<file path="src/rtl/stx_pkg.sv">
package stx_pkg;
    localparam int DATA_W  = 9;
    localparam int FRAME_W = DATA_W + 3;
    localparam int LEN_W   = $clog2(FRAME_W + 1);
endpackage

</file>
<file path="src/rtl/stx_fifo.sv">
module stx_fifo #(
    parameter int W     = 9,
    parameter int DEPTH = 8
) (
    input  logic         clk,
    input  logic         rst_n,
    input  logic         wr_en,
    input  logic [W-1:0] wr_data,
    input  logic         rd_en,
    output logic [W-1:0] rd_data,
    output logic         empty,
    output logic         full
);
    localparam int AW = (DEPTH > 1) ? $clog2(DEPTH) : 1;
    localparam int CW = $clog2(DEPTH + 1);

    typedef struct packed {
        logic [DEPTH-1:0][W-1:0] mem;
        logic [AW-1:0]           wp;
        logic [AW-1:0]           rp;
        logic [CW-1:0]           cnt;
    } fifo_st_t;

    fifo_st_t s_d, s_q;
    logic wr_ok, rd_ok;

    always_comb begin
        s_d   = s_q;
        wr_ok = wr_en && (s_q.cnt != CW'(DEPTH));
        rd_ok = rd_en && (s_q.cnt != '0);
        if (wr_ok) begin
            s_d.mem[s_q.wp] = wr_data;
            s_d.wp = (s_q.wp == AW'(DEPTH - 1)) ? '0 : s_q.wp + 1'b1;
        end
        if (rd_ok) begin
            s_d.rp = (s_q.rp == AW'(DEPTH - 1)) ? '0 : s_q.rp + 1'b1;
        end
        case ({wr_ok, rd_ok})
            2'b10:   s_d.cnt = s_q.cnt + 1'b1;
            2'b01:   s_d.cnt = s_q.cnt - 1'b1;
            default: s_d.cnt = s_q.cnt;
        endcase
    end

    always_ff @(posedge clk) begin
        if (!rst_n) s_q <= '0;
        else        s_q <= s_d;
    end

    assign rd_data = s_q.mem[s_q.rp];
    assign empty   = (s_q.cnt == '0);
    assign full    = (s_q.cnt == CW'(DEPTH));

    assert_no_overflow_R8: assert property (@(posedge clk) disable iff (!rst_n)
        s_q.cnt <= CW'(DEPTH));
    assert_drop_when_full_R8: assert property (@(posedge clk) disable iff (!rst_n)
        (full && wr_en && !rd_en) |=> $stable(s_q.cnt));
endmodule

</file>
<file path="src/rtl/stx_baud.sv">
module stx_baud #(
    parameter int PRE_W = 8,
    parameter int OVS_W = 4
) (
    input  logic             clk,
    input  logic             rst_n,
    input  logic             run,
    input  logic [PRE_W-1:0] cfg_pre,
    input  logic [OVS_W-1:0] cfg_ovs,
    output logic             bit_end
);
    localparam int SMP_W = OVS_W + 1;
    localparam int BASE  = 2 ** OVS_W;

    typedef struct packed {
        logic [PRE_W-1:0] pre;
        logic [SMP_W-1:0] smp;
    } baud_st_t;

    baud_st_t s_d, s_q;
    logic [SMP_W-1:0] smp_last;
    logic             tick;

    always_comb begin
        smp_last = SMP_W'(BASE - 1) + {1'b0, cfg_ovs};
        tick     = (s_q.pre == cfg_pre);
        s_d      = s_q;
        if (!run) begin
            s_d.pre = '0;
            s_d.smp = '0;
        end else if (tick) begin
            s_d.pre = '0;
            s_d.smp = (s_q.smp == smp_last) ? '0 : s_q.smp + 1'b1;
        end else begin
            s_d.pre = s_q.pre + 1'b1;
        end
    end

    always_ff @(posedge clk) begin
        if (!rst_n) s_q <= '0;
        else        s_q <= s_d;
    end

    assign bit_end = run && tick && (s_q.smp == smp_last);

    assert_sample_range_R2: assert property (@(posedge clk) disable iff (!rst_n)
        run |-> (s_q.smp <= smp_last));
    assert_idle_cleared_R2: assert property (@(posedge clk) disable iff (!rst_n)
        !run |=> (s_q.pre == '0 && s_q.smp == '0));
endmodule

</file>
<file path="src/rtl/stx_framer.sv">
module stx_framer
    import stx_pkg::*;
(
    input  logic [DATA_W-1:0]  data,
    input  logic               nine,
    input  logic [1:0]         fmt,
    output logic [FRAME_W-1:0] frame,
    output logic [LEN_W-1:0]   len
);
    logic [DATA_W-1:0] mask;
    logic              par;

    always_comb begin
        mask  = nine ? '1 : {1'b0, {(DATA_W-1){1'b1}}};
        par   = (^(data & mask)) ^ fmt[0];
        frame = '1;
        frame[0] = 1'b0;
        for (int i = 0; i < DATA_W; i++) begin
            if (mask[i]) frame[1+i] = data[i];
        end
        if (fmt[1]) begin
            if (nine) frame[1+DATA_W] = par;
            else      frame[DATA_W]   = par;
        end
        len = LEN_W'(DATA_W + 2) - {{(LEN_W-1){1'b0}}, !nine}
                                 + {{(LEN_W-1){1'b0}}, (fmt != 2'b00)};
    end
endmodule

</file>
<file path="src/rtl/serial_tx.sv">
module serial_tx
    import stx_pkg::*;
#(
    parameter int PRE_W = 8,
    parameter int OVS_W = 4,
    parameter int DEPTH = 8
) (
    input  logic              clk,
    input  logic              rst_n,
    input  logic [PRE_W-1:0]  cfg_prescale,
    input  logic [OVS_W-1:0]  cfg_ovs,
    input  logic              cfg_nine,
    input  logic [1:0]        cfg_fmt,
    input  logic              wr_en,
    input  logic [DATA_W-1:0] wr_data,
    output logic              tx,
    output logic              busy,
    output logic              empty,
    output logic              full
);
    typedef struct packed {
        logic               busy;
        logic [FRAME_W-1:0] sreg;
        logic [LEN_W-1:0]   left;
    } tx_st_t;

    tx_st_t s_d, s_q;
    logic [DATA_W-1:0]  head;
    logic [FRAME_W-1:0] frame;
    logic [LEN_W-1:0]   len;
    logic               pop, bit_end, fifo_empty, fifo_full;

    stx_fifo #(.W(DATA_W), .DEPTH(DEPTH)) u_fifo (
        .clk(clk), .rst_n(rst_n), .wr_en(wr_en), .wr_data(wr_data),
        .rd_en(pop), .rd_data(head), .empty(fifo_empty), .full(fifo_full)
    );

    stx_baud #(.PRE_W(PRE_W), .OVS_W(OVS_W)) u_baud (
        .clk(clk), .rst_n(rst_n), .run(s_q.busy), .cfg_pre(cfg_prescale),
        .cfg_ovs(cfg_ovs), .bit_end(bit_end)
    );

    stx_framer u_framer (
        .data(head), .nine(cfg_nine), .fmt(cfg_fmt), .frame(frame), .len(len)
    );

    always_comb begin
        s_d = s_q;
        pop = 1'b0;
        if (s_q.busy && bit_end) begin
            if (s_q.left == LEN_W'(1)) begin
                s_d.busy = 1'b0;
                s_d.sreg = '1;
                s_d.left = '0;
            end else begin
                s_d.sreg = {1'b1, s_q.sreg[FRAME_W-1:1]};
                s_d.left = s_q.left - 1'b1;
            end
        end
        if (!fifo_empty && (!s_q.busy || (bit_end && s_q.left == LEN_W'(1)))) begin
            pop      = 1'b1;
            s_d.busy = 1'b1;
            s_d.sreg = frame;
            s_d.left = len;
        end
    end

    always_ff @(posedge clk) begin
        if (!rst_n) begin
            s_q.busy <= 1'b0;
            s_q.sreg <= '1;
            s_q.left <= '0;
        end else begin
            s_q <= s_d;
        end
    end

    assign tx    = s_q.sreg[0];
    assign busy  = s_q.busy;
    assign empty = fifo_empty;
    assign full  = fifo_full;

    assert_idle_high_R1: assert property (@(posedge clk) disable iff (!rst_n)
        !busy |-> tx);
    assert_start_low_R3: assert property (@(posedge clk) disable iff (!rst_n)
        $rose(busy) |-> !tx);
    assert_pop_nonempty_R7: assert property (@(posedge clk) disable iff (!rst_n)
        pop |-> !fifo_empty);
    assert_bits_left_R9: assert property (@(posedge clk) disable iff (!rst_n)
        busy |-> (s_q.left != '0));
endmodule

</file>
<file path="config.mk">
export PLATFORM = sky130hd
export DESIGN_NAME = serial_tx
export DESIGN_NICKNAME = d
export VERILOG_FILES = /design/src/rtl/stx_pkg.sv /design/src/rtl/stx_fifo.sv /design/src/rtl/stx_baud.sv /design/src/rtl/stx_framer.sv /design/src/rtl/serial_tx.sv
export SDC_FILE = /design/constraint.sdc
export NUM_CORES = 1
export LEC_CHECK = 0
export ABC_AREA = 1
export BUFFER_PORTS_ARGS = -buffer_cell sky130_fd_sc_hd__clkbuf_2
export CAP_MARGIN = 20
export CORE_MARGIN = 2
export CORE_UTILIZATION = 50
export CTS_BUF_LIST = sky130_fd_sc_hd__clkbuf_4
export CTS_CLUSTER_DIAMETER = 120
export DETAILED_ROUTE_END_ITERATION = 7
export PLACE_DENSITY_LB_ADDON = 0.2
export SLEW_MARGIN = 25
export SYNTH_ARGS = -nofsm -noshare
export SYNTH_HDL_FRONTEND = slang
export SYNTH_SLANG_ARGS = --single-unit
</file>
<file path="constraint.sdc">
create_clock -name clk -period 3.1 [get_ports clk]
set_input_delay 0.465 -clock clk [delete_from_list [all_inputs] [get_ports clk]]
set_output_delay 0.465 -clock clk [all_outputs]
set_load 0.05 [all_outputs]
</file>
Word level (Yosys, flattened, before mapping)
Index checks and enable logic that the tools add are counted.

Add/sub/neg operators: 10. $mul: 0. Div/mod/pow operators: 0. Magnitude comparators: 3. Eq/ne operators: 9. Shift operators: 0. Multiplexer cells: 27. Bitwise logic cells: 4. Reductions and logical operators: 23.

Operators by type and width (number): $bwmux 72 (1); $mux 17 (2); $bmux 9 s3 (1); $demux 9 s3 (1); $mux 9 (3); $mux 15 (1); $mux 1 (13); $and 9x9->9 (1); $reduce_xor 9->1 (1); $add 8x1->8 const B (1); $eq 8x8->1 (1); $logic_and 1x1->1 (8); $lt 3x4->1 const B (2); $pmux 4 s2 (1); $reduce_bool 2->1 (4); $sub 4x1->4 const B (2); $add 3x1->3 const B (2); $eq 3x3->1 const B (2); $mux 3 (2); $add 4x4->5 const A (1); $add 5x1->5 const B (1); $eq 5x5->1 (1); $mux 5 (1); $add 4x1->4 (1); other kinds (18) (22).

Flip-flop bits (word level): 112. Bits in latches: 0. Memory bits (writable): 0. ROM bits: 0. Input port bits: 27. Memories: 0.

Longest topological paths before layout
Gate-level depths: netlist of the first run.

Depth in word-level cells: 10. Gate-level depth with buffers: 22.

By module
From an unflattened synthesis of the first run, not the netlist that was laid out.

Cell total of the unflattened synthesis: 1121. Area, all modules: 7115.6 µm².

By module, submodules not included: stx_fifo (times used 1, cells an instance 755, area each 4712.0 µm², sequential area each 1641.6 µm²); stx_baud (times used 1, cells an instance 163, area each 1098.6 µm², sequential area each 260.2 µm²); serial_tx (times used 1, cells an instance 140, area each 983.4 µm², sequential area each 340.3 µm²); stx_framer (times used 1, cells an instance 63, area each 321.6 µm², sequential area each 0.0 µm²).

Least setup slack after synthesis of the first run
OpenSTA, ideal clock, no wires.

Path kind: reg2reg. Start point: reg u_fifo.s_q[1] in the netlist's numbering. End point: reg u_fifo.s_q[3] in the netlist's numbering. Setup time: 0.119 ns. Arrival: 3.158 ns. Data required time: 2.981 ns. Setup slack: -0.177 ns. Cell stages (with the launch flop): 16. Path buffers: 0. Clock period less this slack: 3.277 ns. Cells stage by stage: dfxtp_1 > nor2_1 > inv_1 > nor3_1 > nor2_2 > inv_1 > ha_1 > ha_1 > nand2_1 > nor2_1 > a211oi_1 > nor2_1 > nor2_1 > nand2_1 > o21ai_0 > a21oi_1.

Word-level cells in the longest chain between the ends: 7. Elaborated cells between the ends (all ways): 14.

RTL lines: from (decl) (line stx_fifo.sv:24) `fifo_st_t s_d, s_q;`; from (signal assigned) (line stx_fifo.sv:46) `if (!rst_n) s_q <= '0;`; from (signal assigned) (line stx_fifo.sv:47) `else s_q <= s_d;`; $logic_not 4->1 (line stx_fifo.sv:51) `assign empty = (s_q.cnt == '0);`; $logic_not 1->1 (line serial_tx.sv:60) `if (!fifo_empty && (!s_q.busy || (bit_end && s_q.left == LEN_W'(1)))) begin`; $logic_and 1x1->1 (line serial_tx.sv:60); $mux 1 (line serial_tx.sv:60); $logic_and 1x1->1 (line stx_fifo.sv:30) `rd_ok = rd_en && (s_q.cnt != '0);`; $eq 2x1->1 or $eq 2x2->1 (tied branches) (line stx_fifo.sv:38) `case ({wr_ok, rd_ok})`; $pmux 4 s2 or $reduce_bool 2->1 (tied branches).

Several ways; a longest one is shown, not always the timed one. A chain may end at the register's enable or synchronous reset.

Worst setup path after layout of the first run
Start point: reg u_baud.s_q[9] in the netlist's numbering. End point: reg u_fifo.s_q[3] in the netlist's numbering.

Word-level cells in the longest chain between the ends: 10. Elaborated cells between the ends (all ways): 12.

RTL lines: from (decl) (line stx_baud.sv:20) `baud_st_t s_d, s_q;`; from (signal assigned) (line stx_baud.sv:40) `if (!rst_n) s_q <= '0;`; from (signal assigned) (line stx_baud.sv:41) `else s_q <= s_d;`; $eq 8x8->1 (*) (line stx_baud.sv:26) `tick = (s_q.pre == cfg_pre);`; $logic_and 1x1->1 (*) (2 in series) (line stx_baud.sv:44) `assign bit_end = run && tick && (s_q.smp == smp_last);`; $logic_and 1x1->1 (*) (line serial_tx.sv:60); $logic_or 1x1->1 (*) (line serial_tx.sv:60); $logic_and 1x1->1 (*) (line serial_tx.sv:60); $mux 1 (*) (line serial_tx.sv:60); $logic_and 1x1->1 (*) (line stx_fifo.sv:30); $eq 2x1->1 or $eq 2x2->1 (tied branches) (line stx_fifo.sv:38); $pmux 4 s2 or $reduce_bool 2->1 (tied branches).

Mark *: on every way between the ends. The rest lies on a longest branch, timed or not.

==> metrics.log, run 1 <==
[metrics] maximum achievable frequency: 366 MHz
[metrics] worst clock skew on the final layout: 10.9 ps
[metrics] ANT cells: 0
[metrics] total cell area at the placement stage: 5990 µm²
[metrics] remaining design rule violation count: 0
[metrics] Crit Reg-Reg Startpoint: u_baud.s_q[9]
[metrics] library cell occupying the most area in the post-synthesis netlist: sky130_fd_sc_hd__dfxtp_1
[metrics] most instantiated library cell after synthesis: sky130_fd_sc_hd__nand2_1
[metrics] I/O Pins: 31
[metrics] number of cells traversed by the worst hold path: 4
[metrics] Cell Area, Synth: 5760 µm²
[metrics] count of input and output buffers: 30
[metrics] endpoints failing hold: 0
[metrics] largest family of logic cells by synthesized area: simple AND/OR/NAND/NOR gates
[metrics] headroom to the max-slew limit: 50.6%
[metrics] maximum number of buffers from clock root to sink: 2
[metrics] width of the die: 111 µm
[metrics] largest cells by area after synthesis: sky130_fd_sc_hd__dfxtp_1 39%, sky130_fd_sc_hd__nand2_1 13%, sky130_fd_sc_hd__a21oi_1 8.0%
[metrics] category of the most critical setup path: reg2reg
[metrics] post-CTS setup repair buffer count: 0
[metrics] count of placed standard cells including taps: 988
[metrics] required time at the worst-slack endpoint: 3460 ps
[metrics] clk sink count: 111
[metrics] Max rail drop VDD: 0.000340 V
[metrics] hold-fix buffer count after cts: 0
[metrics] share of synthesized cell area in full adder, half adder and majority cells: 3.17%
[metrics] Post-Synthesis Cells: 835
[metrics] worst-skew pair later-pin latency: 460 ps
[metrics] drt wl/cell: 13.6 µm
[metrics] post-route cell area: 6120 µm²
[metrics] most used flip-flop cell after synthesis: sky130_fd_sc_hd__dfxtp_1
[metrics] worst min-delay path endpoint: s_q[14]
[metrics] largest net degree at the start of global routing: 54
[metrics] sum of buffers and inverters on the critical path: 0
[metrics] cells on worst reg2reg path: 17
[metrics] max-slew violation count: 0
[metrics] CP most frequent cell: sky130_fd_sc_hd__nor2_1
[metrics] count of endpoints failing setup in the final report: 0
[metrics] detailed-routing iteration count for the pre-antenna-repair pass: 5
[metrics] CTS tree: done
[metrics] arrival time of data at the critical path endpoint: 3090 ps
[metrics] root cell of the clock tree: sky130_fd_sc_hd__clkbuf_4
[metrics] starting DRC count in detailed routing: 390
[metrics] Initial Util: 50.9%
[metrics] class of the tightest hold or removal check: in2reg
[metrics] Post-DRT Antenna Nets: 0
[metrics] mean area per synthesized cell: 6.90 µm²
[metrics] wire length of the first global-routing pass: 23.4 mm
[metrics] endpoint of the lowest-slack register-to-register path: u_fifo.s_q[3]
[metrics] Die Y: 111 µm
[metrics] compound-gate portion of the synthesized area: 18.3%
[metrics] Crit-path slowest cell: sky130_fd_sc_hd__dfxtp_1
[metrics] fraction of synthesized cell area in xor and xnor cells: 2.28%
[metrics] cell types with the highest counts after synthesis: 201 x sky130_fd_sc_hd__nand2_1, 117 x sky130_fd_sc_hd__inv_1, 111 x sky130_fd_sc_hd__dfxtp_1
[metrics] part of the cycle the worst path needs: 88.1%
[metrics] Yosys top cell area share: 38.6%
[metrics] GPL Wtd Cong: 0.891
[metrics] final-layout fill cell count: 1,134
[metrics] detailed placement HPWL: 9.16 mm
[metrics] number of antenna violations at the first check in global routing: 0
[metrics] register-to-register setup slack: 370 ps
[metrics] Layout Area Growth over Synthesis: 6.17%
[metrics] Reg clk slew, reported paths: 150 ps
[metrics] number of warnings reported in the yosys synthesis log: 0
[metrics] Static Leak: 2.74 nW
[metrics] number of global-route vias before repair: 5,036
[metrics] H-tree lvl count: 3
[metrics] average via count per standard cell: 5.28
[metrics] run status: finished, final reports clean
[metrics] final wirelength: 13.7 mm
[metrics] Floorplan Core Area: 11,300 µm²
[metrics] share of cell area taken by muxes after synthesis: 0%
[metrics] Post-Layout Cell Count: 1,004
[metrics] setup repair after global routing missed its margin: false
[metrics] post-cts repair resize count: 0
[metrics] Critical Path, Cell by Cell: xnor2_1, nand2_1, nor2_1, nand3_1, nor2_2, nand2_2, nand2_4, ha_1, ha_1, nand2_1, nor2_1, a211oi_1, nor2_1, nor2_1, nand2_1, o21ai_0, a21oi_1
[metrics] number of buffers created by CTS: 9
[metrics] critical hold path startpoint: cfg_fmt[1]
[metrics] post-route setup TNS: 0 ps
[metrics] min cycle time layout: 2730 ps
[metrics] Synth Net Count: 876
[metrics] total via count in the routed design: 5,298
[metrics] measured slew at the worst slew-check pin: 740 ps
[metrics] number of nets in the final layout: 897
[metrics] gr ovfl total: 0
[metrics] area share of and/or/nand/nor cells after synthesis: 25.7%
[metrics] Worst Hold Slack: 324 ps
[metrics] PwrDens: 825 nW/µm²
[metrics] crit path capture type: flip-flop
[metrics] fraction of the yosys area taken by sequential cells: 38.6%
[metrics] number of flops mapped to enable cells by yosys: 0
[metrics] global router's overall resource usage: 22.8%
[metrics] share of final-layout standard cells stronger than drive strength 1: 10.1%
[metrics] post-synthesis sequential element count: 111
[metrics] async set or reset register ratio after synthesis: 0%
[metrics] CP top delay family: simple AND/OR/NAND/NOR gates
[metrics] critical path's largest stage delay: 440 ps
[metrics] standard-cell row count: 39
[metrics] maximum fanout encountered on the critical timing path: 5
[metrics] Synth cell types: 40
[metrics] Max-cap violations: 0
[metrics] CP startpoint kind: flip-flop
[metrics] area enclosed by the die boundary: 12,400 µm²
[tightest hold or removal path: stages]
cell                       delay [ps]
sky130_fd_sc_hd__clkbuf_2         110
sky130_fd_sc_hd__nand3_2           80
sky130_fd_sc_hd__o22ai_1           60
sky130_fd_sc_hd__nand2_1           50
[power by group]
group          internal (mW)  switching (mW)
clock network          0.246           0.458
logic                  0.838            1.74
registers               1.63           0.132
total                   2.72            2.33
[per-stage QoR]
stage | power (mW) | utilization (%) | setup slack (ps)
finish | 5.05 | 54.0 | 368
global route | 5.51 | 54.0 | 28.2
CTS | 5.07 | 54.0 | 376
detailed placement | 4.36 | 52.9 | 75.7
global placement | 4.29 | 52.9 | 192
floorplan | 3.89 | - | 182
[worst max-delay path by stage]
stage,start,end,slack (ps),cells after the start
after floorplan,u_fifo.s_q[1],u_fifo.s_q[3],180,17
after global placement,cfg_ovs[0],u_fifo.s_q[3],190,21
after detailed placement,cfg_ovs[0],u_fifo.s_q[3],80,22
after CTS,u_baud.s_q[9],u_fifo.s_q[3],380,17
after global routing,u_baud.s_q[9],u_fifo.s_q[3],30,17
final,u_baud.s_q[9],u_fifo.s_q[3],370,17
[cell type report]
class | instances | area [µm²] | area share, %
clock inverters | 6 | 51.3 | 0.838
well taps | 143 | 179 | 2.92
clock buffers | 10 | 75.1 | 1.23
inverters | 123 | 469 | 7.67
multi-input cells | 566 | 2860 | 46.7
repair buffers | 45 | 263 | 4.29
flip-flops and latches | 111 | 2220 | 36.3
[flip-flops by register name, summed over array words and instances, names as in the netlist]
signal and count:
u_fifo.s_q 82, u_baud.s_q 13, busy 1, s_q 14, tx 1
[layout by cell type, fill, tap and decap left out, types with 14 or more instances in the layout]
| cell type | n |
|---|---|
| sky130_fd_sc_hd__a21oi_1 | 92 |
| sky130_fd_sc_hd__buf_4 | 15 |
| sky130_fd_sc_hd__clkbuf_2 | 30 |
| sky130_fd_sc_hd__dfxtp_1 | 111 |
| sky130_fd_sc_hd__inv_1 | 117 |
| sky130_fd_sc_hd__nand2_1 | 201 |
| sky130_fd_sc_hd__nand3_1 | 61 |
| sky130_fd_sc_hd__nand4_1 | 14 |
| sky130_fd_sc_hd__nor2_1 | 31 |
| sky130_fd_sc_hd__o21ai_0 | 86 |
[layer usage]
metal | track usage, % | vias up | part of all wire, %
met1 | 29.4 | 2402 | 46
met4 | 7.74 | 0 | 1.9
met2 | 39.1 | 132 | 47
met3 | 3.76 | 20 | 5.0
met5 | 0 | - | 0
li1 | - | 2744 | -
[kinds of logic (layout without fill, tap and decap cells)]
family | Yosys count | after routing
compound gates | 201 | 201
buf+inv | 158 | 184
fa+ha+maj | 14 | 14
simple gates | 336 | 336
flops | 111 | 111
xor+xnor | 15 | 15
No activity file was read; power rests on OpenSTA's default activity.
==> run 2, diff against run 1 <==
REMOVE_ABC_BUFFERS = 1   (was not set)
==> metrics.log, run 2 (same netlist as run 1, synthesis figures left out) <==
[metrics] area enclosed by the die boundary: 12,400 µm²
[metrics] Floorplan Core Area: 11,300 µm²
[metrics] count of placed standard cells including taps: 988
[metrics] cell internal pwr: 2.72 mW
[metrics] worst-skew pair later-pin latency: 470 ps
[metrics] most frequent cells in the layout: 201 x sky130_fd_sc_hd__nand2_1, 117 x sky130_fd_sc_hd__inv_1, 111 x sky130_fd_sc_hd__dfxtp_1, 92 x sky130_fd_sc_hd__a21oi_1, 86 x sky130_fd_sc_hd__o21ai_0
[metrics] number of antenna violations at the first check in global routing: 0
[metrics] switching fraction of total power: 46.4%
[metrics] Post-DRT Antenna Nets: 0
[metrics] gr ovfl total: 0
[metrics] global router's overall resource usage: 22.4%
[metrics] PwrDens: 828 nW/µm²
[metrics] Die Y: 111 µm
[metrics] cells on worst reg2reg path: 15
[metrics] Regs by FF count: u_fifo.s_q: 82 flops, s_q: 14 flops, u_baud.s_q: 13 flops
[metrics] number of nets in the final layout: 897
[metrics] min cycle time layout: 2690 ps
[metrics] arrival time of data at the critical path endpoint: 3070 ps
[metrics] CP startpoint kind: flip-flop
[metrics] class of the tightest hold or removal check: in2reg
[metrics] number of buffers created by CTS: 9
[metrics] critical hold path startpoint: cfg_fmt[1]
[metrics] average via count per standard cell: 5.24
[metrics] worst min-delay path endpoint: s_q[14]
[metrics] CTS tree: done
[metrics] count of endpoints failing setup in the final report: 0
[metrics] width of the die: 111 µm
[metrics] measured slew at the worst slew-check pin: 692 ps
[metrics] share of final-layout standard cells stronger than drive strength 1: 10.3%
[metrics] starting DRC count in detailed routing: 331
[metrics] final wirelength: 13.6 mm
[metrics] headroom to the max-slew limit: 53.8%
[metrics] flip-flop count of the largest register after layout: 82
[metrics] required time at the worst-slack endpoint: 3480 ps
[metrics] post-CTS setup repair buffer count: 0
[metrics] post-cts repair resize count: 0
[metrics] total via count in the routed design: 5,260
[metrics] endpoints failing hold: 0
[metrics] root cell of the clock tree: sky130_fd_sc_hd__clkbuf_4
[metrics] run status: finished, final reports clean
[metrics] maximum number of buffers from clock root to sink: 2
[metrics] maximum fanout encountered on the critical timing path: 10
[metrics] H-tree lvl count: 3
[metrics] count of input and output buffers: 30
[metrics] endpoint of the lowest-slack register-to-register path: u_fifo.s_q[3]
[metrics] portion of total power attributed to combinational logic: 50.8%
[metrics] part of the total power dissipated in sequential elements: 34.7%
[metrics] ANT cells: 0
[metrics] Static Leak: 2.73 nW
[metrics] most frequent standard cell in the layout excluding fill and tap cells: sky130_fd_sc_hd__nand2_1
[metrics] number of cells traversed by the worst hold path: 4
[metrics] setup repair after global routing missed its margin: false
[metrics] Reg clk slew, reported paths: 170 ps
[metrics] crit path capture type: flip-flop
[metrics] post-route setup TNS: 0 ps
[metrics] number of global-route vias before repair: 5,020
[metrics] I/O Pins: 31
[metrics] Initial Util: 50.9%
[metrics] Post-Layout Cell Count: 1,004
[metrics] drt wl/cell: 13.5 µm
[metrics] Most flops, register: u_fifo.s_q
[metrics] total net switching power: 2.36 mW
[metrics] largest net degree at the start of global routing: 49
[metrics] part of the cycle the worst path needs: 86.7%
[metrics] register-to-register setup slack: 410 ps
[metrics] detailed placement HPWL: 9.09 mm
[metrics] GPL Wtd Cong: 0.884
[metrics] worst clock skew on the final layout: 11.1 ps
[metrics] wire length of the first global-routing pass: 23.0 mm
[metrics] hold-fix buffer count after cts: 0
[metrics] Crit Reg-Reg Startpoint: u_fifo.s_q[1]
[metrics] maximum achievable frequency: 372 MHz
[metrics] portion of total power attributed to the clock network: 14.4%
[metrics] Max-cap violations: 0
[metrics] Max rail drop VDD: 0.000393 V
[metrics] remaining design rule violation count: 0
[metrics] detailed-routing iteration count for the pre-antenna-repair pass: 5
[metrics] standard-cell row count: 39
[metrics] category of the most critical setup path: reg2reg
[metrics] max-slew violation count: 0
[metrics] clk sink count: 111
[metrics] Layout Area Growth over Synthesis: 6.34%
-- run 2: layer usage --
| metal | GRT usage (%) | share of wire [%] | vias to the layer above |
|---|---|---|---|
| met2 | 39.6 | 48 | 90 |
| met5 | 0 | 0 | - |
| met4 | 7.49 | 1.6 | 0 |
| met1 | 28.2 | 47 | 2400 |
| li1 | - | - | 2753 |
| met3 | 2.94 | 3.6 | 17 |
-- run 2: power groups by stage --
stage | clock (mW) | combinational, mW | sequential (mW)
after floorplan | 0 | 1.82 | 1.88
after global placement | 0 | 2.49 | 1.78
after detailed placement | 0 | 2.56 | 1.79
after CTS | 0.757 | 2.57 | 1.76
after global routing | 0.802 | 2.94 | 1.78
final | 0.733 | 2.58 | 1.76
-- run 2: final cells by class --
cell class,instances,area (µm²)
well taps,143,179
fillers,1162,5190
repair buffers,45,263
inverters,123,469
multi-input cells,566,2850
clock inverters,7,73.8
flip-flops and latches,111,2220
clock buffers,9,67.6
-- run 2: metrics by stage --
stage	setup WS, ps	instance area [µm²]	util (%)	hold WS, ps	power [mW]
6_report	412	6130	54.1	317	5.07
3_5_place_dp	32.1	5990	52.9	444	4.35
3_3_place_gp	223	5990	52.9	437	4.28
5_1_grt	153	6130	54.1	326	5.52
4_1_cts	398	6130	54.1	281	5.09
2_1_floorplan	-177	5550	-	423	3.69
-- run 2: critical path: stages, from the launching register on --
cell and delay, ps:
sky130_fd_sc_hd__dfxtp_1 380, sky130_fd_sc_hd__nor2_1 100, sky130_fd_sc_hd__inv_1 70, sky130_fd_sc_hd__nor3_1 370
sky130_fd_sc_hd__nor2_2 170, sky130_fd_sc_hd__inv_1 190, sky130_fd_sc_hd__ha_1 230, sky130_fd_sc_hd__ha_1 280
sky130_fd_sc_hd__nand2_1 90, sky130_fd_sc_hd__nor2_1 40, sky130_fd_sc_hd__a211oi_1 220, sky130_fd_sc_hd__nor2_1 80
sky130_fd_sc_hd__nor2_1 100, sky130_fd_sc_hd__nand2_1 70, sky130_fd_sc_hd__o21ai_0 150, sky130_fd_sc_hd__a21oi_1 50
-- run 2: worst max-delay path by stage --
stage                  startpoint            end  slack [ps]  cells after the start
floorplan           u_fifo.s_q[1]  u_fifo.s_q[3]        -180                     15
global placement       cfg_ovs[0]  u_fifo.s_q[3]         220                     21
detailed placement     cfg_ovs[0]  u_fifo.s_q[3]          30                     21
CTS                 u_baud.s_q[9]  u_fifo.s_q[3]         400                     17
global route        u_baud.s_q[5]  u_fifo.s_q[3]         150                     18
finish              u_fifo.s_q[1]  u_fifo.s_q[3]         410                     15
